$ cat src/rtl/nvm_burst_pkg.sv
package nvm_burst_pkg;

  localparam int SHIFT_W = 16;

  localparam logic [7:0] OPC_READ  = 8'h03;
  localparam logic [7:0] OPC_WRITE = 8'h02;
  localparam logic [7:0] OPC_WREN  = 8'h06;
  localparam logic [7:0] OPC_STAT  = 8'h05;
  localparam logic [7:0] OPC_HIADR = 8'h08;

  typedef enum logic [1:0] {
    ERR_NONE  = 2'd0,
    ERR_RANGE = 2'd1,
    ERR_BUSY  = 2'd2
  } nvm_err_e;

  typedef enum logic [3:0] {
    ST_IDLE, ST_PCMD, ST_PCMD_W, ST_PSTAT, ST_PSTAT_W, ST_GAP,
    ST_WREN, ST_WREN_W, ST_OPC, ST_OPC_W, ST_ADR, ST_ADR_W,
    ST_DAT, ST_DAT_W, ST_FIN
  } nvm_state_e;

  function automatic logic [15:0] swap16(input logic [15:0] w);
    return {w[7:0], w[15:8]};
  endfunction

endpackage

$ cat src/rtl/nvm_spi_shifter.sv
module nvm_spi_shifter #(
  parameter int CLK_DIV = 4
) (
  input  logic        clk,
  input  logic        rst_n,
  input  logic        start,
  input  logic [4:0]  nbits,
  input  logic [15:0] tx,
  input  logic        miso,
  output logic        done,
  output logic [15:0] rx,
  output logic        sck,
  output logic        mosi
);
  localparam int TW = (CLK_DIV > 1) ? $clog2(CLK_DIV) : 1;
  localparam logic [TW-1:0] TMR_LOAD = TW'(CLK_DIV - 1);

  logic          act_q, act_d;
  logic          sck_q, sck_d;
  logic [TW-1:0] tmr_q, tmr_d;
  logic [4:0]    bits_q, bits_d;
  logic [15:0]   tx_q, tx_d;
  logic [15:0]   rx_q, rx_d;
  logic          done_q, done_d;

  always_comb begin
    act_d  = act_q;
    sck_d  = sck_q;
    tmr_d  = tmr_q;
    bits_d = bits_q;
    tx_d   = tx_q;
    rx_d   = rx_q;
    done_d = 1'b0;
    if (start) begin
      act_d  = 1'b1;
      sck_d  = 1'b0;
      tmr_d  = TMR_LOAD;
      bits_d = nbits;
      tx_d   = tx << (5'd16 - nbits);
    end else if (act_q) begin
      if (tmr_q != '0) begin
        tmr_d = tmr_q - 1'b1;
      end else begin
        tmr_d = TMR_LOAD;
        if (!sck_q) begin
          sck_d = 1'b1;
          rx_d  = {rx_q[14:0], miso};
        end else begin
          sck_d  = 1'b0;
          tx_d   = {tx_q[14:0], 1'b0};
          bits_d = bits_q - 1'b1;
          if (bits_q == 5'd1) begin
            act_d  = 1'b0;
            done_d = 1'b1;
          end
        end
      end
    end
  end

  always_ff @(posedge clk or negedge rst_n) begin
    if (!rst_n) begin
      act_q  <= 1'b0;
      sck_q  <= 1'b0;
      tmr_q  <= '0;
      bits_q <= '0;
      tx_q   <= '0;
      rx_q   <= '0;
      done_q <= 1'b0;
    end else begin
      act_q  <= act_d;
      sck_q  <= sck_d;
      tmr_q  <= tmr_d;
      bits_q <= bits_d;
      tx_q   <= tx_d;
      rx_q   <= rx_d;
      done_q <= done_d;
    end
  end

  assign done = done_q;
  assign rx   = rx_q;
  assign sck  = sck_q;
  assign mosi = act_q & tx_q[15];
endmodule

$ cat src/rtl/nvm_req_check.sv
module nvm_req_check #(
  parameter int DEV_WORDS = 256,
  parameter int REQ_W     = 16
) (
  input  logic [REQ_W-1:0] offset,
  input  logic [REQ_W-1:0] count,
  output logic             ok
);
  localparam logic [REQ_W:0] LIMIT = (REQ_W+1)'(DEV_WORDS);

  logic [REQ_W:0] end_w;
  assign end_w = {1'b0, offset} + {1'b0, count};
  assign ok = ({1'b0, offset} < LIMIT) && (count != '0) && (end_w <= LIMIT);
endmodule

$ cat src/rtl/nvm_cmd_build.sv
module nvm_cmd_build #(
  parameter int ADDR_BITS  = 8,
  parameter int PAGE_BYTES = 16,
  parameter int REQ_W      = 16
) (
  input  logic             write,
  input  logic [REQ_W-1:0] seg_word,
  input  logic [REQ_W-1:0] next_word,
  output logic [7:0]       opcode,
  output logic [15:0]      addr_field,
  output logic             page_end
);
  import nvm_burst_pkg::*;

  localparam int PB_W = (PAGE_BYTES > 1) ? $clog2(PAGE_BYTES) : 1;

  logic                 fold;
  logic [ADDR_BITS-1:0] a_trunc;
  logic [PB_W-1:0]      nb_low;

  generate
    if (ADDR_BITS == 8) begin : g_fold
      assign fold = (seg_word >= REQ_W'(128));
    end else begin : g_nofold
      assign fold = 1'b0;
    end
  endgenerate

  assign a_trunc    = ADDR_BITS'({seg_word, 1'b0});
  assign addr_field = 16'(a_trunc);
  assign opcode     = (write ? OPC_WRITE : OPC_READ) | (fold ? OPC_HIADR : 8'h00);
  assign nb_low     = PB_W'({next_word, 1'b0});
  assign page_end   = (nb_low == '0);
endmodule

$ cat src/rtl/spi_nvm_burst.sv
module spi_nvm_burst #(
  parameter int DEV_WORDS   = 256,
  parameter int ADDR_BITS   = 8,
  parameter int PAGE_BYTES  = 16,
  parameter int RETRY_LIMIT = 5000,
  parameter int CLK_DIV     = 4,
  parameter int REQ_W       = 16
) (
  input  logic             clk,
  input  logic             rst_n,
  input  logic             req_valid,
  output logic             req_ready,
  input  logic             req_write,
  input  logic [REQ_W-1:0] req_offset,
  input  logic [REQ_W-1:0] req_count,
  input  logic [15:0]      wr_word,
  output logic             wr_pop,
  output logic [15:0]      rd_word,
  output logic             rd_valid,
  output logic             done,
  output logic [1:0]       err,
  output logic             spi_cs_n,
  output logic             spi_sck,
  output logic             spi_mosi,
  input  logic             spi_miso
);
  import nvm_burst_pkg::*;

  localparam int GAP_CYC = 2 * CLK_DIV;
  localparam int GW      = $clog2(GAP_CYC + 1);
  localparam int RW      = $clog2(RETRY_LIMIT + 1);

  logic [1:0] rsync_q;
  logic       rst_ni;

  always_ff @(posedge clk or negedge rst_n) begin
    if (!rst_n) rsync_q <= 2'b00;
    else        rsync_q <= {rsync_q[0], 1'b1};
  end
  assign rst_ni = rsync_q[1];

  nvm_state_e       st_q, st_d, ret_q, ret_d;
  logic             wr_q, wr_d;
  logic [REQ_W-1:0] word_q, word_d, left_q, left_d;
  logic [RW-1:0]    retry_q, retry_d;
  logic [1:0]       err_q, err_d;
  logic [GW-1:0]    gap_q, gap_d;
  logic [15:0]      rdw_q, rdw_d;
  logic             rdv_q, rdv_d, pop_q, pop_d;
  logic             cs_n_q, cs_n_d;

  logic        sh_start, sh_done, req_ok, page_end;
  logic [4:0]  sh_nbits;
  logic [15:0] sh_tx, sh_rx, addr_field;
  logic [7:0]  opcode;

  nvm_req_check #(.DEV_WORDS(DEV_WORDS), .REQ_W(REQ_W)) u_chk_req (
    .offset(req_offset), .count(req_count), .ok(req_ok)
  );

  nvm_cmd_build #(.ADDR_BITS(ADDR_BITS), .PAGE_BYTES(PAGE_BYTES), .REQ_W(REQ_W)) u_cmd (
    .write(wr_q), .seg_word(word_q), .next_word(word_q + 1'b1),
    .opcode(opcode), .addr_field(addr_field), .page_end(page_end)
  );

  nvm_spi_shifter #(.CLK_DIV(CLK_DIV)) u_shift (
    .clk(clk), .rst_n(rst_ni), .start(sh_start), .nbits(sh_nbits), .tx(sh_tx),
    .miso(spi_miso), .done(sh_done), .rx(sh_rx), .sck(spi_sck), .mosi(spi_mosi)
  );

  always_comb begin
    st_d     = st_q;
    ret_d    = ret_q;
    wr_d     = wr_q;
    word_d   = word_q;
    left_d   = left_q;
    retry_d  = retry_q;
    err_d    = err_q;
    gap_d    = (st_q == ST_GAP && gap_q != '0) ? gap_q - 1'b1 : GW'(GAP_CYC - 1);
    rdw_d    = rdw_q;
    rdv_d    = 1'b0;
    pop_d    = 1'b0;
    sh_start = 1'b0;
    sh_nbits = 5'd8;
    sh_tx    = '0;
    unique case (st_q)
      ST_IDLE: if (req_valid) begin
        wr_d    = req_write;
        word_d  = req_offset;
        left_d  = req_count;
        retry_d = '0;
        if (req_ok) begin err_d = ERR_NONE;  st_d = ST_PCMD; end
        else        begin err_d = ERR_RANGE; st_d = ST_FIN;  end
      end
      ST_PCMD: begin sh_start = 1'b1; sh_tx = 16'(OPC_STAT); st_d = ST_PCMD_W; end
      ST_PCMD_W: if (sh_done) st_d = ST_PSTAT;
      ST_PSTAT: begin sh_start = 1'b1; st_d = ST_PSTAT_W; end
      ST_PSTAT_W: if (sh_done) begin
        if (!sh_rx[0]) begin
          ret_d = wr_q ? ST_WREN : ST_OPC;
          st_d  = ST_GAP;
        end else if (retry_q == RW'(RETRY_LIMIT - 1)) begin
          err_d = ERR_BUSY;
          st_d  = ST_FIN;
        end else begin
          retry_d = retry_q + 1'b1;
          ret_d   = ST_PCMD;
          st_d    = ST_GAP;
        end
      end
      ST_GAP: if (gap_q == '0) st_d = ret_q;
      ST_WREN: begin sh_start = 1'b1; sh_tx = 16'(OPC_WREN); st_d = ST_WREN_W; end
      ST_WREN_W: if (sh_done) begin ret_d = ST_OPC; st_d = ST_GAP; end
      ST_OPC: begin sh_start = 1'b1; sh_tx = 16'(opcode); st_d = ST_OPC_W; end
      ST_OPC_W: if (sh_done) st_d = ST_ADR;
      ST_ADR: begin
        sh_start = 1'b1;
        sh_nbits = 5'(ADDR_BITS);
        sh_tx    = addr_field;
        st_d     = ST_ADR_W;
      end
      ST_ADR_W: if (sh_done) st_d = ST_DAT;
      ST_DAT: begin
        sh_start = 1'b1;
        sh_nbits = 5'd16;
        sh_tx    = wr_q ? swap16(wr_word) : 16'h0000;
        pop_d    = wr_q;
        st_d     = ST_DAT_W;
      end
      ST_DAT_W: if (sh_done) begin
        if (!wr_q) begin
          rdv_d = 1'b1;
          rdw_d = swap16(sh_rx);
        end
        word_d = word_q + 1'b1;
        left_d = left_q - 1'b1;
        if (left_q == REQ_W'(1)) begin
          st_d = ST_FIN;
        end else if (wr_q && page_end) begin
          retry_d = '0;
          ret_d   = ST_PCMD;
          st_d    = ST_GAP;
        end else begin
          st_d = ST_DAT;
        end
      end
      ST_FIN: st_d = ST_IDLE;
      default: st_d = ST_IDLE;
    endcase
    cs_n_d = (st_d == ST_IDLE) || (st_d == ST_GAP) || (st_d == ST_FIN);
  end

  always_ff @(posedge clk or negedge rst_ni) begin
    if (!rst_ni) begin
      st_q    <= ST_IDLE;
      ret_q   <= ST_IDLE;
      wr_q    <= 1'b0;
      word_q  <= '0;
      left_q  <= '0;
      retry_q <= '0;
      err_q   <= ERR_NONE;
      gap_q   <= '0;
      rdw_q   <= '0;
      rdv_q   <= 1'b0;
      pop_q   <= 1'b0;
      cs_n_q  <= 1'b1;
    end else begin
      st_q    <= st_d;
      ret_q   <= ret_d;
      wr_q    <= wr_d;
      word_q  <= word_d;
      left_q  <= left_d;
      retry_q <= retry_d;
      err_q   <= err_d;
      gap_q   <= gap_d;
      rdw_q   <= rdw_d;
      rdv_q   <= rdv_d;
      pop_q   <= pop_d;
      cs_n_q  <= cs_n_d;
    end
  end

  assign req_ready = (st_q == ST_IDLE);
  assign done      = (st_q == ST_FIN);
  assign err       = err_q;
  assign rd_word   = rdw_q;
  assign rd_valid  = rdv_q;
  assign wr_pop    = pop_q;
  assign spi_cs_n  = cs_n_q;
endmodule

$ cat config.mk
export PLATFORM = sky130hd
export DESIGN_NAME = spi_nvm_burst
export DESIGN_NICKNAME = d
export VERILOG_FILES = /design/src/rtl/nvm_burst_pkg.sv /design/src/rtl/nvm_spi_shifter.sv /design/src/rtl/nvm_req_check.sv /design/src/rtl/nvm_cmd_build.sv /design/src/rtl/spi_nvm_burst.sv
export SDC_FILE = /design/constraint.sdc
export NUM_CORES = 1
export LEC_CHECK = 0
export BUFFER_PORTS_ARGS = -buffer_cell sky130_fd_sc_hd__clkbuf_2
export CELL_PAD_IN_SITES_DETAIL_PLACEMENT = 1
export CELL_PAD_IN_SITES_GLOBAL_PLACEMENT = 2
export CORE_ASPECT_RATIO = 1.25
export CORE_MARGIN = 2
export CORE_UTILIZATION = 40
export DETAILED_ROUTE_END_ITERATION = 16
export GPL_ROUTABILITY_DRIVEN = 0
export HOLD_SLACK_MARGIN = 0.03
export PLACE_DENSITY = 0.92
export RECOVER_POWER = 50
export SYNTH_ARGS = -nofsm -noshare
export SYNTH_HDL_FRONTEND = slang
export SYNTH_SLANG_ARGS = --single-unit
$ cat constraint.sdc
create_clock -name clk -period 7.8 [get_ports clk]
set_input_delay 0.78 -clock clk [delete_from_list [all_inputs] [get_ports clk]]
set_output_delay 0.78 -clock clk [all_outputs]
set_load 0.1 [all_outputs]
# --- Word-level counts from Yosys, hierarchy flattened ---
# Index checks and enable logic that the tools add are counted.
# W data, S select, Z words.
totals:
  regBits: 123
  output_inout_bits: 25
  word_cells: 176
op_classes:
  addsub: 8
  magnitude_cmp: 3
  eq_ne: 30
  shift: 1
  mux: 79
  bitwise_logic: 6
  n_reduce_logical: 29
op_table:
  columns: ["op", "count"]
  rows:
  - ["$mux W16", 9]
  - ["$mux W4", 23]
  - ["$mux W13", 7]
  - ["$pmux W16 S5", 1]
  - ["$pmux W16 S2", 2]
  - ["$pmux W4 S14", 1]
  - ["$pmux W13 S3", 1]
  - ["$eq A4 B4 Y1 const B", 8]
  - ["$mux W5", 5]
  - ["$mux W1", 21]
  - ["$eq A4 B3 Y1 const B", 5]
  - ["$add A16 B16 Y17", 1]
  - ["$le A17 B9 Y1 const B", 1]
  - ["$add A16 B1 Y16 const B", 1]
  - ["$eq A16 B1 Y1 const B", 1]
  - ["$ge A16 B8 Y1 const B", 1]
  - ["$logic_not A4 Y1", 4]
  - ["$lt A16 B9 Y1 const B", 1]
  - ["$reduce_bool A16 Y1", 1]
  - ["$shl A16 B5 Y16", 1]
  - ["$sub A16 B1 Y16 const B", 1]
  - ["$mux W2", 7]
  - ["$add A13 B1 Y13 const B", 1]
  - ["$eq A13 B13 Y1 const B", 1]
  - ["other kinds (27)", 51]

# --- Depth between registers and ports, before layout ---
# Gate-level depths: netlist of the first run.
logic_depth:
  depth_word: 10
  ltp_mapped: 10

# --- Cells and area by module ---
# From an unflattened synthesis of the first run, not the netlist that was laid out.
unflattened:
  hier_cells: 925
  area_unflattened_um2: 8449.4
by_module_without_submodules:
  columns: ["mod", "n_inst", "cells_per_inst", "area_per_inst_um2", "seq_area_each_um2"]
  rows:
  - ["spi_nvm_burst", 1, 539, 4778.3, 2003.2]
  - ["nvm_spi_shifter", 1, 232, 2620.0, 1051.0]
  - ["nvm_req_check", 1, 123, 842.1, 0.0]
  - ["nvm_cmd_build", 1, 31, 209.0, 0.0]

# --- Worst setup path before layout of the first run ---
# OpenSTA, ideal clock, no wires.
synth_timing:
  path_type: "flip-flop to flip-flop"
  start: "reg st_q[0]"
  end: "reg retry_q[11]"
  arrival_ps: 5007
  path_slack_ps: 2682
  stages_incl_launch_ff: 8
  path_buffers: 1
  period_less_slack_ps: 5118
  cell_sequence: "dfrtp_1 buf_2 nor4_1 nand2_1 o21ai_0 nand3b_1 or2_2 o41ai_1"
synth_via:
  elab_chain_len: 3
  word_cells_on_any_way: 13
  classes_between: "eq/ne (9); mux (1); reduce/logical (3)"
synth_lines:
  columns: ["element", "line", "rtl"]
  rows:
  - ["start: declaration", "spi_nvm_burst.sv:42", "nvm_state_e st_q, st_d, ret_q, ret_d;"]
  - ["start signal: assignment", "spi_nvm_burst.sv:168", "st_q <= st_d;"]
  - ["$logic_not A4 Y1 (*)", null, null]
  - ["via req_ready", "spi_nvm_burst.sv:12", "output logic req_ready,"]
  - ["$ne A2 B2 Y1 (no source line) or $reduce_bool A3 Y1 (tied branches)", null, null]
  - ["$reduce_and A8 Y1 (no source line)", null, null]
  - ["end signal: assignment", "spi_nvm_burst.sv:173", "retry_q <= retry_d;"]
  - ["end: declaration", "spi_nvm_burst.sv:45", "logic [RW-1:0] retry_q, retry_d;"]
# Mark *: on every way through the listed nets, which the timed path passes. The rest lies on a longest branch.
# A chain may end at the register's enable or synchronous reset.

# --- Worst setup path in the final report of the first run ---
layout_timing:
  start: "reg st_q[0]"
  end: "reg retry_q[10]"
layout_via:
  elab_chain_len: 3
  word_cells_on_any_way: 13
  classes_between: "eq/ne (9); mux (1); reduce/logical (3)"
layout_lines:
  columns: ["element", "line", "rtl"]
  rows:
  - ["$eq A4 B3 Y1 (tied with other cells)", "spi_nvm_burst.sv:86", "unique case (st_q)"]
  - ["$ne A2 B1 Y1 (no source line) (tied with other cells)", null, null]
  - ["$reduce_and A8 Y1 (no source line)", null, null]
# Several ways; a longest one is shown, not always the timed one.

==> run_results.csv, run 1 <==
group,metric,value,unit
pwr,p_leak,3.59,nW
floorplanning,die_x,125,um
worst_setup_path,cp_cell_sequence,"and2b_1, and3_1, buf_4, a21oi_1, o21ai_0, nand3b_1, nor2_2, nand2_1, o41ai_1",
cts,h-tree-depth,4,
worst_setup_path,slowest_delay,770,ps
timing,period_share,42.6,%
cells_and_area,fillers,2168,
cts,cts_tree,"built",
timing,rsz0062_at_grt,"false",
cells_and_area,area_growth,15.3,%
route,wirelength,22.0,mm
logic_synthesis,synth-compound-area-share,19.6,%
floorplanning,initial_utilization,40.5,%
cts,holdBufCountCts,0,
floorplanning,die-area,0.0194,mm2
logic_synthesis,ys_types,79,
timing,setup_viol,0,
logic_synthesis,synth_top_family_by_area,"simple AND/OR/NAND/NOR gates",
global_route,antenna_found_initial,0,
cts,clk_latency,430,ps
logic_synthesis,synth_edf_count,0,
route,drt_iter0_markers,294,
cts,clkSlewWorstSetupHoldPaths,60,ps
pwr,power_density,335,mW/mm2
flow_run,cap_violations,1,
global_route,grt_pass1_wl,36.3,mm
logic_synthesis,synthAdderAreaFrac,4.73,%
global_route,grt_max_degree,77,
route,wl_met1,9.35,mm
placed_design,dp_hpwl,15.7,mm
route,antenna_left,0,
timing,slew_violations,46,
worst_setup_path,reg2reg_setup_slack,4480,ps
logic_synthesis,syn-cell-area,0.00731,mm2
pwr,ir_drop,0.000137,V
route,first_pass_iters,5,
logic_synthesis,ys_seq_area_share,41.8,%
cts,ctsResizeCount,0,
logic_synthesis,ys.flop_type,"dfrtp_1",
global_route,grt_usage,23.4,%
timing,tightest_slew,1880,ps
worst_setup_path,cp_data_required_time,8120,ps
cts,root_buffer,"clkbuf_16",
global_route,grt.overflow.total,0,
timing,slew_headroom,-25.6,%
worst_setup_path,cp_slowest_cell,"dfrtp_1",
cts,cts.sinks,122,
cells_and_area,drive_gt1_share,16.7,%
cells_and_area,fin_util,46.7,%
run_status,violations,"capacitance limit, slew limit",
worst_setup_path,critPathLaunchType,"register",
logic_synthesis,synthCells,817,
logic_synthesis,ys_warn_count,0,
cts,cts_buffer_depth,2,
timing,fmax,301,MHz
route,route.detailed.drc,0,
floorplanning,coreArea,0.0180,mm2
worst_setup_path,cp-end-kind,"register",
run_status,status,"finished with violations",
route,vias_per_cell,5.82,
timing,tns,0,ps
cts,cts_buffers,17,
logic_synthesis,synth.mux.area_fraction,6.71,%
timing,finalCriticalPeriod,3320,ps
logic_synthesis,synth_area_per_cell,8.94,um2
route,met2_length,11.7,mm
logic_synthesis,synth_simple_gate_area_share,21.9,%
logic_synthesis,synth-xor-area-share,1.68,%
timing,clock_skew,9.44,ps
route,num_vias,6521,
route,wl_met3,589,um
global_route,grt_pass1_vias,6882,
logic_synthesis,synthesis.nets,897,
worst_setup_path,crit_fanout,44,
logic_synthesis,async_flop_share,100,%
cells_and_area,diodes,0,
timing,hold_viol,0,
floorplanning,io_pins,78,
route,routed.top_layer,"met4",
floorplanning,rows,55,
worst_hold_path,holdCritPathClass,"in -> async",
logic_synthesis,ys_ff_latch,122,
worst_setup_path,arrival,3640,ps
floorplanning,die_h,155,um
worst_setup_path,critPathKind,"reg -> reg",
cts,post_cts_buffers,0,
cells_and_area,finalNetCount,959,
route,wire_per_inst,19.6,um
placed_design,io_buffer_count,77,
## worst max-delay path, delay by kind of cell, from the launching register on
family	cells	cell delay, ps
DFF	1	770
buffers and inverters	1	380
and+or+nand+nor	5	1540
AOI/OAI and AO/OA	3	500
## state kept, by name (all words and copies together) (netlist names)
| register | cells |
|---|---|
| gap_q | 4 |
| retry_q | 13 |
| u_shift.sck | 1 |
| rd_word | 16 |
| left_q | 16 |
| wr_pop | 1 |
| rd_valid | 1 |
| word_q | 16 |
| u_shift.done | 1 |
| spi_cs_n | 1 |
| u_shift.rx | 16 |
| rsync_q | 2 |
| u_shift.act_q | 1 |
| u_shift.bits_q | 5 |
| u_shift.tx_q | 16 |
| st_q | 4 |
| err | 2 |
| wr_q | 1 |
| u_shift.tmr_q | 2 |
| ret_q | 3 |
## placed cells by master, fill, tap and decap left out, drive strengths merged, types with 11 or more instances in the layout
cell / count
clkbuf: 96
and3: 11
ha: 26
mux2: 32
nand2: 99
mux2i: 13
nor4: 12
a21oi: 61
inv: 23
nor3: 27
dfrtp: 121
o21ai: 84
and2: 11
nor2: 64
nand4: 15
nand3: 32
## stage by stage
step / instance area, um2 / hold slack (ps) / worst slack, ps / total power, mW / instances
floorplan: 7310 / 331 / 2680 / 1.75 / 817
global placement: 7860 / 338 / 4430 / 2.00 / 1088
detailed placement: 7860 / 348 / 4370 / 2.04 / 1088
CTS: 8450 / 106 / 4420 / 2.84 / 1120
global route: 8420 / 113 / 4060 / 3.02 / 1120
finish: 8420 / 120 / 4480 / 2.82 / 1120
## cell usage after synthesis, types with 3 or more instances
cell | instances | area [um2]
o22a_1 | 3 | 26.3
o21ai_0 | 80 | 400
nor4_1 | 11 | 68.8
a31oi_1 | 7 | 43.8
mux2i_1 | 13 | 130
buf_1 | 3 | 11.3
clkbuf_1 | 30 | 113
nor4b_1 | 4 | 35.0
o22ai_1 | 7 | 43.8
xor2_1 | 6 | 52.6
a22oi_1 | 5 | 37.5
buf_2 | 7 | 35.0
or3_1 | 6 | 37.5
o21a_1 | 5 | 37.5
xnor2_1 | 8 | 70.1
and3_1 | 9 | 56.3
nand4_1 | 15 | 93.8
dfrtp_1 | 121 | 3030
a21oi_1 | 61 | 305
nor2b_1 | 3 | 18.8
nand2_1 | 99 | 372
nand4b_1 | 7 | 61.3
a211oi_1 | 7 | 52.6
a2111oi_0 | 4 | 35.0
nor3_1 | 26 | 130
ha_1 | 26 | 325
o41ai_1 | 3 | 26.3
and4_1 | 3 | 26.3
a21o_1 | 6 | 45.0
nor2_1 | 63 | 236
inv_1 | 21 | 78.8
nand3_1 | 31 | 155
nand3b_1 | 3 | 22.5
and2_1 | 10 | 62.6
nand2b_1 | 9 | 56.3
mux2_2 | 32 | 360
a32oi_1 | 9 | 78.8
o211ai_1 | 4 | 30.0
## cell type report
cell class	instances	area [um2]	share of cell area (%)
repair buffers	85	424	5.04
multi-input cells	632	3990	47.4
clock inverters	13	145	1.72
clock buffers	19	443	5.26
flip-flops and latches	122	3050	36.3
well taps	228	285	3.39
inverters	21	78.8	0.936
## metal layers
| layer | global-route usage, % | up-vias |
|---|---|---|
| met5 | 0 | - |
| met4 | 7.41 | 0 |
| met3 | 3.82 | 23 |
| met2 | 42.2 | 110 |
| met1 | 28.7 | 3270 |
| li1 | - | 3118 |
## cell families (layout without fill, tap and decap cells)
logic type / Yosys count / count (layout)
adders and majority gates: 27 / 27
DFF: 122 / 122
other: 1 / 1
muxes: 45 / 45
and+or+nand+nor: 317 / 317
AOI/OAI and AO/OA: 228 / 228
xor gates and xnor gates: 14 / 14
buffers and inverters: 63 / 138
## power by group
part           switching [mW]  internal [mW]  total [mW]  leakage (nW)
Combinational           0.652          0.361        1.01          1.75
Clock                   0.305          0.480       0.785         0.280
Sequential              0.228          0.794        1.02          1.56
## path summary, 6_finish.rpt
path	startpoint	to	cells past startpoint
setup / recovery	st_q[0]	retry_q[10]	9
hold / removal	rst_n	rsync_q[1]	1
setup reg to reg	st_q[0]	retry_q[10]	9
hold reg to reg	rsync_q[0]	rsync_q[1]	0
max in group asynchronous	rsync_q[1]	u_shift.tmr_q[1]	1
min in group clk	rsync_q[0]	rsync_q[1]	0
Power figures use the tool's default switching activity.
==> inputs of run 2 (changes only) <==
ABC_AREA = 1   (was unset)
CORE_UTILIZATION = 31   (was 40)
PLACE_DENSITY = 0.82   (was 0.92)
clock period = 3.05 ns   (was 7.8 ns; I/O delays follow)
==> run 2 against run 1 <==
Compared with the run above: the flow still finishes with violations (capacitance limit, slew limit); largest power group is now combinational cells; clock skew up 1.0 ps; critical path type unchanged; core utilization down 9.8 points; fmax up 32%; sequential power up 140%; setup slack worse by 4000 ps; global-route usage down 4.3 points; combinational power rose to 3.3 times the previous value; via count up 10%; wire length up 7.6%; power rose to 2.8 times the previous value; count of clock-buffer cells in the layout down 1; register-to-register slack worse by 4000 ps.
==> run_results.csv, run 2 <==
group,metric,value,unit
worst_setup_path,cp_data_required_time,3330,ps
route,route.detailed.drc,0,
cells_and_area,finalInstanceArea,0.00898,mm2
floorplanning,die-area,0.0260,mm2
logic_synthesis,ys.flop_type,"dfrtp_1",
floorplanning,die_x,145,um
worst_setup_path,cp_slowest_cell,"dfrtp_1",
logic_synthesis,ys_warn_count,0,
timing,tightest_slew,1570,ps
logic_synthesis,synth_edf_count,0,
placed_design,placed_cell_area,0.00838,mm2
worst_setup_path,slowest_delay,460,ps
cells_and_area,area_growth,17.3,%
pwr,p_leak,4.29,nW
logic_synthesis,synth_common_cells,"nand2_1, inv_1, dfrtp_1",
cts,clkSlewWorstSetupHoldPaths,60,ps
logic_synthesis,async_flop_share,100,%
logic_synthesis,yosysMostFrequentCell,"nand2_1",
timing,fmax,396,MHz
floorplanning,rows,64,
route,first_pass_iters,4,
timing,slew_violations,39,
global_route,grt_usage,19.1,%
cells_and_area,final_cell_mix,"nand2_1, inv_1, dfrtp_1",
logic_synthesis,syn-cell-area,0.00766,mm2
worst_setup_path,path_delay_family,"simple AND/OR/NAND/NOR gates",
floorplanning,coreArea,0.0243,mm2
worst_setup_path,r2r_cells,9,
worst_setup_path,cp_cell_sequence,"inv_1, nor2_4, nand2_4, nor2_8, inv_1, nor2_1, inv_1, nand2_1, o21ai_0",
logic_synthesis,yosys.area.top_type,"dfrtp_1",
route,wirelength,23.6,mm
pwr,ir_drop,0.000295,V
cts,cts_buffer_depth,2,
timing,setup_viol,0,
logic_synthesis,synth_area_leaders,"dfrtp_1, nand2_1, inv_1",
route,antenna_left,0,
timing,slew_headroom,-4.53,%
cells_and_area,drive_gt1_share,13.6,%
floorplanning,io_pins,78,
route,vias_per_cell,4.93,
logic_synthesis,synth_top_area_share,39.5,%
global_route,grt_pass1_vias,7563,
global_route,grt.overflow.total,0,
route,num_vias,7195,
timing,clock_skew,10.5,ps
cts,cts_buffers,17,
worst_setup_path,arrival,2800,ps
worst_setup_path,crit_buf_inv,3,
worst_setup_path,cp-end-kind,"register",
cts,cts_tree,"built",
cells_and_area,final_common_cell,"nand2_1",
logic_synthesis,ys_seq_area_share,39.9,%
cts,post_cts_buffers,0,
pwr,power_density,885,mW/mm2
worst_setup_path,reg2reg_setup_slack,530,ps
run_status,status,"finished with violations",
worst_setup_path,crit_cells,9,
global_route,grt_pass1_wl,39.1,mm
timing,hold_viol,0,
placed_design,io_buffer_count,77,
cells_and_area,diodes,0,
floorplanning,initial_utilization,31.5,%
cts,clk_latency,430,ps
worst_hold_path,hp-start,"wr_word[15]",
logic_synthesis,synthCells,1037,
worst_setup_path,critPathKind,"reg -> reg",
worst_setup_path,rr_startpoint,"st_q[0]",
route,wire_per_inst,16.2,um
placed_design,dp_hpwl,18.2,mm
timing,tns,0,ps
worst_hold_path,holdCritPathClass,"in -> reg",
worst_setup_path,critPathLaunchType,"register",
logic_synthesis,synthesis.nets,1117,
run_status,violations,"capacitance limit, slew limit",
worst_setup_path,critPathMostFrequentCell,"inv_1",
worst_setup_path,crit_fanout,31,
floorplanning,die_h,180,um
logic_synthesis,synth_area_per_cell,7.39,um2
global_route,grt_max_degree,64,
worst_setup_path,cp-startpoint,"st_q[0]",
route,drt_iter0_markers,232,
timing,finalCriticalPeriod,2520,ps
global_route,antenna_found_initial,0,
cts,root_buffer,"clkbuf_16",
cts,cts.sinks,122,
logic_synthesis,ys_types,53,
timing,rsz0062_at_grt,"false",
cells_and_area,finalNetCount,1197,
timing,period_share,82.8,%
cts,h-tree-depth,4,
flow_run,cap_violations,1,
logic_synthesis,ys_ff_latch,122,
worst_hold_path,hold_depth,3,
## run 2: changes by cell type in the layout (fill, tap and decap cells not counted), moves of 10 or more
cell,change
nand2_1,+157
inv_2,+13
nor2_1,+37
xor2_1,+14
o21ai_1,+21
mux2_2,-32
inv_1,+111
o21ai_0,-10
nand3_1,+31
a21oi_1,-21
mux2i_1,-13
## run 2: metrics by stage
step / worst slack (ps) / utilization, % / hold slack (ps) / instances / power (mW)
floorplan: 544 / - / 9.41 / 1037 / 5.04
global placement: 333 / 34.4 / 90.3 / 1427 / 5.76
detailed placement: 285 / 34.4 / 92.8 / 1427 / 5.83
CTS: 534 / 37.0 / 92.5 / 1459 / 8.04
global route: 154 / 36.9 / 114 / 1459 / 8.56
finish: 526 / 36.9 / 100 / 1459 / 7.95
## run 2: path summary, 6_finish.rpt
kind	to
worst min-delay path	u_shift.tx_q[7]
worst max-delay path	rd_word[14]
worst max register to register	rd_word[14]
min in group asynchronous	rsync_q[0]
worst min register to register	rsync_q[1]
max in group asynchronous	word_q[14]
## run 2: cell type report
cell class              count  area (um2)
multi-input cells         743        3890
flip-flops and latches    122        3050
inverters                 147         553
fillers                  3087       15400
well taps                 330         413
clock buffers              18         429
repair buffers             86         442
clock inverters            13         194
## run 2: worst min-delay path, delay by kind of cell
kind          cells  cell delay [ps]
simple gates      2              110
buf+inv           1               80
## run 2: cell families (layout without fill, tap and decap cells)
kind of cell               count (synthesis)  count (layout)  share of synthesized area, %
AOI/OAI and AO/OA                        190             190                          14.1
and+or+nand+nor                          503             503                          29.6
buffers and inverters                    172             264                          9.30
other                                      1               1                        0.0490
adders and majority gates                 27              27                          4.51
DFF                                      122             122                          39.9
xor gates and xnor gates                  22              22                          2.52
## run 2: timing repair
action	CTS	global route
resized for setup	0	0
hold buffers	1	0
hold endpoints to repair	2	0
## run 2: per-layer routing
| metal | up-vias | GRT usage, % | wire length [um] |
|---|---|---|---|
| met1 | 3499 | 23.5 | 10300 |
| met5 | - | 0 | 0 |
| li1 | 3560 | - | - |
| met3 | 34 | 2.98 | 583 |
| met2 | 102 | 33.7 | 12200 |
| met4 | 0 | 6.64 | 509 |
## run 2: where the power goes
part           leakage (nW)  switching [mW]  internal, mW  total, mW
Combinational          2.44            2.35         0.997       3.35
Clock                 0.301           0.783          1.37       2.15
Sequential             1.55           0.358          2.08       2.44
==> inputs of run 3 (changes only) <==
ABC_AREA = 0   (was 1)
CORE_UTILIZATION = 37   (was 31)
PLACE_DENSITY = 0.87   (was 0.82)
clock period = 2.5 ns   (was 3.05 ns; I/O delays follow)
==> run 3 against run 2 <==
Compared with the run above: the run still ends with capacitance limit, slew limit left; non-clock buffer count is 105 higher; flip-flop and latch count stayed put; hold slack worse by 54 ps; setup slack worse by 370 ps; die area is 20% lower; critical endpoint is now spi_cs_n; critical path depth is 1 lower; power is 17% higher; first-iteration DRC count is 46% higher; via count is 3.1% lower; combinational power is 15% higher; clock skew is 0.86 ps higher; register-to-register slack worse by 370 ps.
==> run_results.csv, run 3 (synthesized netlist as in run 1, its figures left out) <==
group,metric,value,unit
worst_setup_path,cp_data_required_time,2850,ps
worst_setup_path,rr_startpoint,"retry_q[11]",
worst_setup_path,cp-end-kind,"register",
placed_design,io_buffer_count,77,
placed_design,dp_hpwl,17.3,mm
cells_and_area,area_growth,28.7,%
cells_and_area,final_common_cell,"dfrtp_1",
run_status,violations,"capacitance limit, slew limit",
worst_setup_path,reg2reg_setup_slack,150,ps
timing,hold_viol,0,
route,drt_iter0_markers,338,
global_route,grt_max_degree,51,
cts,cts_buffers,17,
worst_setup_path,critPathKind,"reg -> reg",
worst_setup_path,slowest_delay,540,ps
global_route,grt.overflow.total,0,
pwr,p_leak,4.16,nW
route,antenna_left,0,
timing,rsz0062_at_grt,"false",
cts,post_cts_buffers,0,
route,wire_per_inst,18.3,um
timing,finalCriticalPeriod,2350,ps
worst_setup_path,r2r_cells,8,
timing,setup_viol,0,
placed_design,dp_slack,-294,ps
timing,tightest_slew,1600,ps
placed_design,dp.cells,1225,
floorplanning,die_x,130,um
cts,h-tree-depth,4,
cts,clkSlewWorstSetupHoldPaths,60,ps
route,vias_per_cell,5.52,
timing,clock_skew,11.3,ps
timing,fmax,426,MHz
floorplanning,die_h,161,um
floorplanning,die-area,0.0209,mm2
floorplanning,coreArea,0.0194,mm2
floorplanning,io_pins,78,
global_route,busiest_layer,"met2",
worst_hold_path,hold_depth,3,
run_status,status,"finished with violations",
global_route,grt_pass1_vias,7530,
timing,period_share,93.9,%
pwr,ir_drop,0.000428,V
global_route,grt_use_met1,28.4,%
worst_setup_path,crit_fanout,5,
cells_and_area,drive_gt1_share,27.6,%
cells_and_area,final_cells,1263,
floorplanning,initial_utilization,37.7,%
global_route,grtUsageMet2,41.3,%
floorplanning,rows,57,
cells_and_area,diodes,0,
timing,setup_slack,154,ps
timing,slew_violations,36,
route,num_vias,6971,
flow_run,cap_violations,1,
cts,clk_latency,430,ps
worst_setup_path,critPathLaunchType,"register",
global_route,antenna_found_initial,0,
cts,cts_tree,"built",
global_route,grt_usage,23.3,%
worst_setup_path,r2r_end,"spi_cs_n",
route,route.detailed.drc,0,
route,wirelength,23.2,mm
worst_hold_path,whs_endpoint,"u_shift.tx_q[6]",
worst_setup_path,cp_cell_sequence,"or4b_1, nor3_2, and3_1, nor2_1, o22a_1, nor4_4, mux2i_1, o22ai_1",
worst_hold_path,hp-start,"wr_word[14]",
route,first_pass_iters,4,
worst_setup_path,arrival,2690,ps
global_route,grt_pass1_wl,38.5,mm
cells_and_area,final_cell_mix,"dfrtp_1, buf_4, nand2_1",
cts,cts.sinks,122,
worst_hold_path,holdCritPathClass,"in -> reg",
cts,root_buffer,"clkbuf_16",
cells_and_area,finalNetCount,1065,
worst_setup_path,cp_slowest_cell,"or4b_1",
pwr,power_density,985,mW/mm2
timing,slew_headroom,-6.35,%
global_route,grt.met3_usage,3.41,%
cts,cts_buffer_depth,2,
## run 3: changes by cell type in the layout (fill, tap and decap cells not counted), moves of 11 or more
cell,change
mux2i_1,+13
nand2_1,-159
mux2_2,+32
nand3_1,-33
o21ai_1,-14
buf_4,+97
nor2_1,-37
inv_1,-111
inv_2,-13
xor2_1,-14
a21oi_1,+11
## run 3: metal layers
metal	routed length, um	vias up
met5	0	-
met4	533	0
met3	491	36
met2	12200	105
met1	9930	3488
li1	-	3342
## run 3: report_power, final
part | switching [mW] | internal (mW) | total, mW
registers | 0.532 | 2.48 | 3.01
clock network | 1.09 | 1.33 | 2.41
logic | 2.36 | 1.47 | 3.84
total | 3.98 | 5.28 | 9.26
## run 3: worst max-delay path: cells and delay by family (launching register included)
kind            cells  cell delay (ps)
compound gates      2              310
mux                 1              230
flops               1              430
simple gates        5             1300
## run 3: cell type report
cell class / count / area [um2]
clock buffers: 17 / 425
inverters: 21 / 78.8
flip-flops and latches: 122 / 3050
fillers: 2333 / 9990
well taps: 265 / 332
multi-input cells: 632 / 4100
clock inverters: 15 / 148
repair buffers: 191 / 1270
## run 3: worst max path at each step
stage | startpoint | to
6_report | retry_q[11] | spi_cs_n
5_1_grt | word_q[1] | retry_q[2]
4_1_cts | left_q[14] | retry_q[4]
3_5_place_dp | req_offset[0] | st_q[2]
3_3_place_gp | req_offset[0] | st_q[2]
2_1_floorplan | st_q[0] | retry_q[10]
## run 3: per-stage QoR
stage	TNS, ps	util, %	hold WS (ps)	instance area [um2]	power [mW]
floorplan	-3250	-	-45.6	7430	5.57
global placement	-1160	45.2	35.6	8770	6.70
detailed placement	-1540	45.2	36.4	8770	6.80
CTS	0	48.5	32.5	9400	9.31
global route	0	48.5	56.9	9410	9.90
finish	0	48.5	46.6	9410	9.26
## run 3: timing repair
item / CTS / global route
hold buffers: 6 / 0
endpoints found under the hold margin: 7 / 0
setup endpoints to repair: 0 / 10
resized for setup: 0 / 8
